## src/rtl/mcb_pkg.sv

```systemverilog
package mcb_pkg;
    localparam int REG_W      = 64;
    localparam int IDX_W      = 8;
    localparam int ST_VALID   = 63;
    localparam int ST_OVER    = 62;
    localparam int ST_UNCORR  = 61;
    localparam int ST_ACTREQ  = 55;
    localparam int GS_INPROG  = 2;
    localparam int CAP_GCTL_P = 8;

    typedef enum logic [2:0] {
        RC_LOGGED   = 3'd0,
        RC_UNSUP    = 3'd1,
        RC_BADBANK  = 3'd2,
        RC_BADSTAT  = 3'd3,
        RC_IGNORED  = 3'd4,
        RC_DISABLED = 3'd5,
        RC_SHUTDOWN = 3'd6,
        RC_MERGED   = 3'd7
    } resp_code_e;

    typedef enum logic [1:0] {
        SEL_CTL    = 2'd0,
        SEL_STATUS = 2'd1,
        SEL_ADDR   = 2'd2,
        SEL_MISC   = 2'd3
    } reg_sel_e;
endpackage

```

## src/rtl/mcb_screen.sv

```systemverilog
module mcb_screen
    import mcb_pkg::*;
#(
    parameter int NUM_BANKS = 4
) (
    input  logic [REG_W-1:0] cap,
    input  logic [REG_W-1:0] gctl,
    input  logic             mce_en,
    input  logic [REG_W-1:0] bank_ctl,
    input  logic [IDX_W-1:0] idx,
    input  logic [REG_W-1:0] status,
    input  logic             uncond,
    input  logic             in_prog,
    output resp_code_e       code,
    output logic             go
);
    logic idx_over_cap;
    logic idx_over_hw;
    logic uc_blocked;

    always_comb begin
        idx_over_cap = (idx >= cap[7:0]);
        idx_over_hw  = (32'(idx) >= NUM_BANKS);
        uc_blocked   = (cap[CAP_GCTL_P] && (gctl != '1)) || (bank_ctl != '1);
        code         = RC_LOGGED;
        go           = 1'b0;
        if (cap == '0) begin
            code = RC_UNSUP;
        end else if (idx_over_cap || idx_over_hw) begin
            code = RC_BADBANK;
        end else if (!status[ST_VALID]) begin
            code = RC_BADSTAT;
        end else if (!uncond && !status[ST_ACTREQ] && in_prog) begin
            code = RC_IGNORED;
        end else if (status[ST_UNCORR]) begin
            if (uc_blocked) begin
                code = RC_DISABLED;
            end else if (in_prog || !mce_en) begin
                code = RC_SHUTDOWN;
            end else begin
                go = 1'b1;
            end
        end else begin
            go = 1'b1;
        end
    end
endmodule

```

## src/rtl/mcb_merge.sv

```systemverilog
module mcb_merge
    import mcb_pkg::*;
(
    input  logic [REG_W-1:0] old_status,
    input  logic [REG_W-1:0] new_status,
    output logic [REG_W-1:0] next_status,
    output logic             wr_entry,
    output logic             merged
);
    logic [REG_W-1:0] over_bit;
    logic             keep_old;

    always_comb begin
        over_bit = '0;
        over_bit[ST_OVER] = old_status[ST_VALID];
        keep_old = !new_status[ST_UNCORR]
                   && old_status[ST_VALID] && old_status[ST_UNCORR];
        if (keep_old) begin
            next_status = old_status | over_bit;
            wr_entry    = 1'b0;
            merged      = 1'b1;
        end else begin
            next_status = new_status | over_bit;
            wr_entry    = 1'b1;
            merged      = 1'b0;
        end
    end
endmodule

```

## src/rtl/mcb_readmux.sv

```systemverilog
module mcb_readmux
    import mcb_pkg::*;
#(
    parameter int NUM_BANKS = 4
) (
    input  logic [NUM_BANKS*REG_W-1:0]      ctl_flat,
    input  logic [NUM_BANKS-1:0][REG_W-1:0] st,
    input  logic [NUM_BANKS-1:0][REG_W-1:0] addr,
    input  logic [NUM_BANKS-1:0][REG_W-1:0] misc,
    input  logic [IDX_W-1:0]                bank,
    input  logic [1:0]                      sel,
    output logic [REG_W-1:0]                data
);
    logic [NUM_BANKS-1:0][REG_W-1:0] per_bank;

    for (genvar b = 0; b < NUM_BANKS; b++) begin : g_bank
        always_comb begin
            unique case (reg_sel_e'(sel))
                SEL_CTL:    per_bank[b] = ctl_flat[b*REG_W +: REG_W];
                SEL_STATUS: per_bank[b] = st[b];
                SEL_ADDR:   per_bank[b] = addr[b];
                default:    per_bank[b] = misc[b];
            endcase
        end
    end

    always_comb begin
        data = '0;
        for (int b = 0; b < NUM_BANKS; b++) begin
            if (32'(bank) == b) data = per_bank[b];
        end
    end
endmodule

```

## src/rtl/mcb_logger.sv

```systemverilog
module mcb_logger
    import mcb_pkg::*;
#(
    parameter int NUM_BANKS = 4
) (
    input  logic                       clk,
    input  logic                       rst_n,
    input  logic [63:0]                cap_i,
    input  logic [63:0]                gctl_i,
    input  logic                       mce_en_i,
    input  logic [NUM_BANKS*64-1:0]    bank_ctl_i,
    input  logic                       inj_valid,
    input  logic [7:0]                 inj_bank,
    input  logic [63:0]                inj_status,
    input  logic [63:0]                inj_gstat,
    input  logic [63:0]                inj_addr,
    input  logic [63:0]                inj_misc,
    input  logic                       inj_uncond,
    output logic                       resp_valid,
    output logic                       resp_accept,
    output logic [2:0]                 resp_code,
    output logic                       mce_irq,
    output logic                       shutdown_req,
    input  logic [7:0]                 rd_bank,
    input  logic [1:0]                 rd_sel,
    output logic [63:0]                rd_data,
    output logic [63:0]                gstat_o
);
    localparam int SEL_W = (NUM_BANKS > 1) ? $clog2(NUM_BANKS) : 1;

    typedef struct packed {
        logic [NUM_BANKS-1:0][REG_W-1:0] st;
        logic [NUM_BANKS-1:0][REG_W-1:0] addr;
        logic [NUM_BANKS-1:0][REG_W-1:0] misc;
        logic [REG_W-1:0]                gstat;
        logic                            resp_v;
        logic                            resp_acc;
        resp_code_e                      code;
        logic                            irq;
        logic                            shut;
    } state_t;

    state_t state_d, state_q;

    logic [SEL_W-1:0] bsel;
    logic [REG_W-1:0] sel_ctl;
    logic [REG_W-1:0] sel_old_st;
    resp_code_e       scr_code;
    logic             scr_go;
    logic [REG_W-1:0] mrg_status;
    logic             mrg_wr;
    logic             mrg_merged;

    always_comb begin
        bsel       = (32'(inj_bank) < NUM_BANKS) ? SEL_W'(inj_bank) : '0;
        sel_ctl    = bank_ctl_i[32'(bsel)*REG_W +: REG_W];
        sel_old_st = state_q.st[bsel];
    end

    mcb_screen #(.NUM_BANKS(NUM_BANKS)) u_screen (
        .cap      (cap_i),
        .gctl     (gctl_i),
        .mce_en   (mce_en_i),
        .bank_ctl (sel_ctl),
        .idx      (inj_bank),
        .status   (inj_status),
        .uncond   (inj_uncond),
        .in_prog  (state_q.gstat[GS_INPROG]),
        .code     (scr_code),
        .go       (scr_go)
    );

    mcb_merge u_merge (
        .old_status  (sel_old_st),
        .new_status  (inj_status),
        .next_status (mrg_status),
        .wr_entry    (mrg_wr),
        .merged      (mrg_merged)
    );

    always_comb begin
        state_d          = state_q;
        state_d.resp_v   = inj_valid;
        state_d.resp_acc = 1'b0;
        state_d.irq      = 1'b0;
        state_d.shut     = 1'b0;
        state_d.code     = RC_LOGGED;
        if (inj_valid) begin
            state_d.code = scr_code;
            state_d.shut = (scr_code == RC_SHUTDOWN);
            if (scr_go) begin
                state_d.resp_acc  = 1'b1;
                state_d.code      = mrg_merged ? RC_MERGED : RC_LOGGED;
                state_d.st[bsel]  = mrg_status;
                if (mrg_wr) begin
                    state_d.addr[bsel] = inj_addr;
                    state_d.misc[bsel] = inj_misc;
                end
                if (inj_status[ST_UNCORR]) begin
                    state_d.gstat = inj_gstat;
                    state_d.irq   = 1'b1;
                end
            end
        end
    end

    always_ff @(posedge clk or negedge rst_n) begin
        if (!rst_n) state_q <= '0;
        else        state_q <= state_d;
    end

    mcb_readmux #(.NUM_BANKS(NUM_BANKS)) u_rd (
        .ctl_flat (bank_ctl_i),
        .st       (state_q.st),
        .addr     (state_q.addr),
        .misc     (state_q.misc),
        .bank     (rd_bank),
        .sel      (rd_sel),
        .data     (rd_data)
    );

    assign resp_valid   = state_q.resp_v;
    assign resp_accept  = state_q.resp_acc;
    assign resp_code    = state_q.code;
    assign mce_irq      = state_q.irq;
    assign shutdown_req = state_q.shut;
    assign gstat_o      = state_q.gstat;
endmodule

```

## config.mk

```make
export PLATFORM = sky130hd
export DESIGN_NAME = mcb_logger
export DESIGN_NICKNAME = d
export VERILOG_FILES = /design/src/rtl/mcb_pkg.sv /design/src/rtl/mcb_screen.sv /design/src/rtl/mcb_merge.sv /design/src/rtl/mcb_readmux.sv /design/src/rtl/mcb_logger.sv
export SDC_FILE = /design/constraint.sdc
export NUM_CORES = 2
export LEC_CHECK = 0
export CORE_AREA = 2 2 307 309
export CTS_CLUSTER_DIAMETER = 100
export DETAILED_ROUTE_END_ITERATION = 8
export DIE_AREA = 0 0 309 311
export GPL_TIMING_DRIVEN = 0
export PLACE_DENSITY = 0.8
export SLEW_MARGIN = 40
export SYNTH_ARGS = -nofsm -noshare
export SYNTH_HDL_FRONTEND = slang
export SYNTH_SLANG_ARGS = --single-unit
```

## constraint.sdc

```tcl
create_clock -name clk -period 10.2 [get_ports clk]
set_input_delay 2.04 -clock clk [delete_from_list [all_inputs] [get_ports clk]]
set_output_delay 2.04 -clock clk [all_outputs]
set_load 0.03 [all_outputs]
```

=== After elaboration in Yosys (flattened, before gate mapping) ===
Cells that the tools add are included.

* Bitwise gates (word level): 3
* Mux-type cells: 36
* Reductions and logical operators: 19
* Equal/unequal tests: 8
* Shift operators: 1
* Magnitude comparators: 5

{| class="wikitable"
|+ Operators with widths
! cell !! count
|-
| 256-bit bitwise mux || 3
|-
| 64-bit case mux with 3 select lines || 4
|-
| 64-bit two-way mux || 7
|-
| 256-bit by 9-bit indexed part select with 64-bit output || 1
|-
| 64-bit binary-select mux with 2-bit select || 1
|-
| 64-bit demux with 2-bit select || 1
|-
| 64-bit != test (second input constant) || 2
|-
| 64-bit by 63-bit OR with 64-bit output || 2
|-
| 64-bit zero test || 1
|-
| 3-bit two-way mux || 8
|-
| 8-bit by 2-bit equality test with 1-bit output (second input constant) || 2
|-
| 1-bit two-way mux || 9
|-
| 8-bit by 1-bit equality test with 1-bit output (second input constant) || 1
|-
| 8-bit by 3-bit >= comparator with 1-bit output (second input constant) || 1
|-
| 8-bit >= comparator || 1
|-
| 8-bit zero test || 1
|-
| 8-bit by 3-bit less-than comparator with 1-bit output (second input constant) || 1
|-
| 1-bit logical AND || 6
|-
| 6-bit two-way mux || 1
|-
| 3-bit AND reduction || 2
|-
| 5-bit two-way mux || 1
|-
| 1-bit zero test || 4
|-
| 3-bit equality test (second input constant) || 1
|-
| 1-bit logical OR || 3
|-
| 8 further kinds || 8
|}

* Input bits: 663
* Output and inout port bits: 135
* Bits in registers: 839
* Word-level logic and storage cells: 90

=== Logic depth before layout (Yosys ltp) ===
* Depth in word-level cells: 13
* Mapped depth: 16
* Depth with buffers taken out: 11

=== Cells and area by module ===
From an unflattened synthesis, not the netlist that was laid out.

* Cells, all modules: 3465
* Area, all modules: 46852.4 µm²

{| class="wikitable"
|+ By module, submodules not included
! module !! times used !! area an instance (µm²) !! cells each
|-
| mcb_logger || 1 || 36971.7 || 2625
|-
| mcb_readmux || 1 || 8099.0 || 660
|-
| mcb_merge || 1 || 1064.8 || 73
|-
| mcb_screen || 1 || 716.9 || 107
|}

=== Worst setup path after synthesis ===
No wires, ideal clock.

* Path kind: input to output
* Start: input port rd_sel[1]
* End: output port rd_data[19]
* Buffers on the path: 6
* Data arrival time: 4835 ps
* Path slack: 3325 ps
* Cell stages on the path: 9
* Data required time: 8160 ps
* Cells stage by stage: clkbuf_1 -> buf_1 -> clkbuf_1 -> clkbuf_1 -> clkbuf_1 -> nand2_1 -> clkbuf_1 -> o22ai_1 -> o221ai_1

* Word-level cells in the longest chain between the ends: 6
* Elaborated cells between the ends (all ways): 11
* Those cells by class: eq/ne (2); mux (8); reduce/logical (1)

{| class="wikitable"
|+ RTL lines
! what !! RTL line !! source
|-
| start, declared || mcb_logger.sv:25 || <nowiki>input logic [1:0] rd_sel,</nowiki>
|-
| 2-bit equality test (tied with other cells) || mcb_readmux.sv:18 || <nowiki>unique case (reg_sel_e'(sel))</nowiki>
|-
| 64-bit case mux with 3 select lines || mcb_readmux.sv:18 ||
|-
| 64-bit two-way mux (3 in series) || mcb_readmux.sv:30 || <nowiki>if (32'(bank) == b) data = per_bank[b];</nowiki>
|-
| 64-bit two-way mux * || mcb_readmux.sv:30 ||
|-
| end, declared || mcb_logger.sv:26 || <nowiki>output logic [63:0] rd_data,</nowiki>
|}

Every way passes the cells marked *; elsewhere a longest branch is shown, timed or not.

=== Worst setup path after layout ===
* Start: input port rd_sel[1]
* End: output port rd_data[25]

The elaborated chain is that of the path after synthesis.

==> summary.md <==
| Metric | Value |
|---|---|
| Num ports | `about 800` |
| Crit path required time | `8.16 ns` |
| Slowest-stage cell, CP | `clkdlybuf4s50_1` |
| Sequential share of power | `0.434` |
| Via count | `41467` |
| Post-Syn Nets | `approximately 4200` |
| Via/cell ratio | `7.167` |
| Port Buffers | `a little under 800` |
| Seq cells post-synth | `839` |
| Top FF cell, synth | `dfrtp_1` |
| Crit. End Element | `output pin` |
| Antenna-violating nets left | `0` |
| Worst Hold Class | `flip-flop to flip-flop` |
| Switching share of power | `0.2651` |
| First-pass GRT wire length | `319500 um` |
| CTS buffer count | `90` |
| Area after DPL | `54920 sq um` |
| Crit path DAT | `around 7.0 ns` |
| CTS tree | `yes` |
| Largest net degree at the start of global routing | `113` |
| Setup TNS | `0 ns` |
| Share of post-route cells with drive strength above 1 | `0.1900` |
| Comb pwr share | `0.133` |
| Area of the multi-input gates | `21870 sq um` |
| Critical Path Most Common Cell | `clkbuf_2` |
| Routed len/inst | `40.84 um` |
| Worst slew margin | `0.3150` |
| Die width | `309 um` |
| Ys Warns | `0` |
| CP Class | `input pin to output pin` |
| Overall die height | `311 um` |
| Internal power | `5.704 mW` |
| Hold Vio Cnt, Final | `0` |
| Failing checks | `design-rule violations` |
| Layout fillers | `7124` |
| H-tree depth | `3` |
| Leakage | `26.17 nW` |
| Setup Fix Bufs, Post-CTS | `0` |
| Gpl congestion | `1.073` |
| Die area | `96100 sq um` |
| Async SR Flop Fraction | `1.000` |
| Initial antenna violation count | `63` |
| Mean Syn Cell Area | `12.80 sq um` |
| Critical Path, Cell by Cell | `clkbuf_2, buf_2, clkbuf_2, clkbuf_1, clkbuf_2, nand2_1, clkbuf_2, o22ai_1, o221ai_1, clkdlybuf4s50_1` |
| Floorplan row count | `112` |
| Reg area | `21000 sq um` |
| Sequential fraction of the synthesis area | `0.4673` |
| Clk_lat worst skew | `0.70 ns` |
| Nets | `just over 5000` |
| Clk pin slew, worst setup/hold paths | `0.06 ns` |
| Drt initial violations | `~7000` |
| Finished Cell Area | `58040 sq um` |
| Inst Count DP | `5571` |
| Post-synth EDFFs | `0` |
| Hold slack final | `0.4839 ns` |
| Post-Route WL | `236300 um` |
| Sw power | `approximately 2 mW` |
| CP max FO | `10` |
| Pwr Density | `133.7 nW/um^2` |
| Clock buffer depth | `3` |
| Final non-filler cell total | `5786` |
| Hpwl dp | `177600 um` |
| Hold_buf cts | `0` |
| Worst VDD drop | `0.1159 mV` |
| Clock power frac | `0.433` |
| Crit path launch type | `input pin` |
| Max-cap violations | `0` |
| Max frequency | `0.1113 GHz` |
| GRT overflow | `0` |
| Core ar. | `92770 sq um` |
| Fin crit period | `8.988 ns` |
| Area added between synthesis and finish | `29.20%` |
| Cells after Synth | `3511` |
| Final period util | `0.8812` |
| Clock sinks | `839` |
| Distinct cells, synth | `61` |
| Unrepaired setup endpoints after global routing | `no` |
| Design Power | `roughly 7.8 mW` |
| First-pass DRT Iterations | `9` |
| Status | `finished, violations left` |
| Setup-failing EPs final | `0` |
| Post-Synthesis Cell Area | `44930 sq um` |
| # DRC | `7` |
| Total GRT Usage | `0.4842` |
| Worst path max stage delay | `roughly 0.74 ns` |
| Starting density of the core | `0.4843` |
| Root Driver | `clkbuf_16` |
| Number of global-route vias before repair | `~40000` |
| Slew @ Worst Pin | `1.028 ns` |
| Post_cts resized | `0` |
| Final Max Tran Viols | `0` |
| Skew final | `0.04440 ns` |
## final timing paths
check,start,endpoint,slack (ns),depth (start not counted)
worst max-delay path,rd_sel[1],rd_data[25],1.21,10
worst min-delay path,state_q[281],state_q[281],0.48,1
worst max register to register,gstat_o[2],state_q[88],6.20,8
worst min register to register,state_q[281],state_q[281],0.48,1
max in group asynchronous,rst_n,state_q[407],6.92,4
min in group asynchronous,rst_n,state_q[822],1.28,1
## state kept, by name (all words and copies together), names as in the netlist
name	count
state_q	768
gstat_o	64
resp_code	3
mce_irq	1
resp_accept	1
resp_valid	1
shutdown_req	1
## layout by cell type, fill, tap and decap left out, types with 30 or more instances in the layout
cell type        count
buf_4              119
dfrtp_1            839
mux2_1             481
o211ai_1            31
nor4_1              30
clkbuf_2            57
a22o_1             156
mux2i_1             78
a21oi_1            119
nor2_1             177
nand4_1             54
o22ai_1             34
clkbuf_16           93
mux2_2             126
nand2_1             97
o21ai_0            188
diode_2             53
buf_2               73
o221ai_1            62
mux4_2             279
nor2b_1             77
clkbuf_1           124
nand3_1             35
inv_1               49
clkdlybuf4s50_1    792
## kinds of logic after synthesis
logic type	Yosys count	synth area share
buf+inv	417	0.04698
flops	839	0.4673
fa+ha+maj	8	0.002228
mux	964	0.3094
compound gates	698	0.1073
simple gates	585	0.06681
## power by group through the flow
stage	clock network, mW	logic (mW)	registers, mW
4_1_cts	3.32	0.980	3.37
5_1_grt	3.46	1.03	3.37
3_5_place_dp	0	0.975	3.43
3_3_place_gp	0	0.954	3.44
2_1_floorplan	0	0.316	3.42
6_report	3.36	1.03	3.37
## critical path: cells and delay by family
family / cells / cell delay, ns
AND/OR/NAND/NOR: 1 / 0.30
AO/OA/AOI/OAI: 2 / 0.71
buffers and inverters: 7 / 3.84
## metrics by stage
stage / setup slack, ns / util
floorplan: 3.325 / -
global placement: -30.80 / 0.5868
detailed placement: 1.130 / 0.5920
CTS: 1.131 / 0.6237
global route: 1.294 / 0.6249
finish: 1.212 / 0.6257
## layout make-up
class / instances / share of cell area
Sequential cell: 839 / 0.3617
Timing Repair Buffer: 810 / 0.1432
Antenna cell: 53 / 0.002285
Tap cell: 1254 / 0.02703
Buffer: 368 / 0.03527
Clock inverter: 23 / 0.004203
Inverter: 49 / 0.003169
Multi-Input combinational cell: 2255 / 0.3767
Clock buffer: 135 / 0.04643
## layer usage
layer,up-vias,share of wire,GRT usage
li1,15225,-,-
met1,20626,0.32,0.5589
met2,4280,0.41,0.6801
met3,1294,0.16,0.2201
met4,42,0.11,0.4136
met5,-,0.0014,0.005561
## synth_stat cells (15+ instances only)
| cell type | n | share of area |
|---|---|---|
| a211oi_1 | 23 | 0.0038 |
| a21oi_1 | 119 | 0.013 |
| a22o_1 | 156 | 0.030 |
| and2_1 | 17 | 0.0024 |
| and3_1 | 23 | 0.0032 |
| buf_1 | 52 | 0.0043 |
| buf_2 | 34 | 0.0038 |
| buf_4 | 114 | 0.019 |
| clkbuf_1 | 158 | 0.013 |
| dfrtp_1 | 839 | 0.47 |
| inv_1 | 49 | 0.0041 |
| mux2_1 | 481 | 0.12 |
| mux2_2 | 126 | 0.032 |
| mux2i_1 | 78 | 0.017 |
| mux4_2 | 279 | 0.14 |
| nand2_1 | 98 | 0.0082 |
| nand3_1 | 35 | 0.0039 |
| nand4_1 | 54 | 0.0075 |
| nor2_1 | 179 | 0.015 |
| nor2b_1 | 77 | 0.011 |
| nor4_1 | 33 | 0.0046 |
| o211ai_1 | 31 | 0.0052 |
| o21ai_0 | 189 | 0.021 |
| o221ai_1 | 62 | 0.012 |
| o22ai_1 | 34 | 0.0047 |
| o2bb2ai_1 | 15 | 0.0029 |
(Power assumes the default switching activity.)
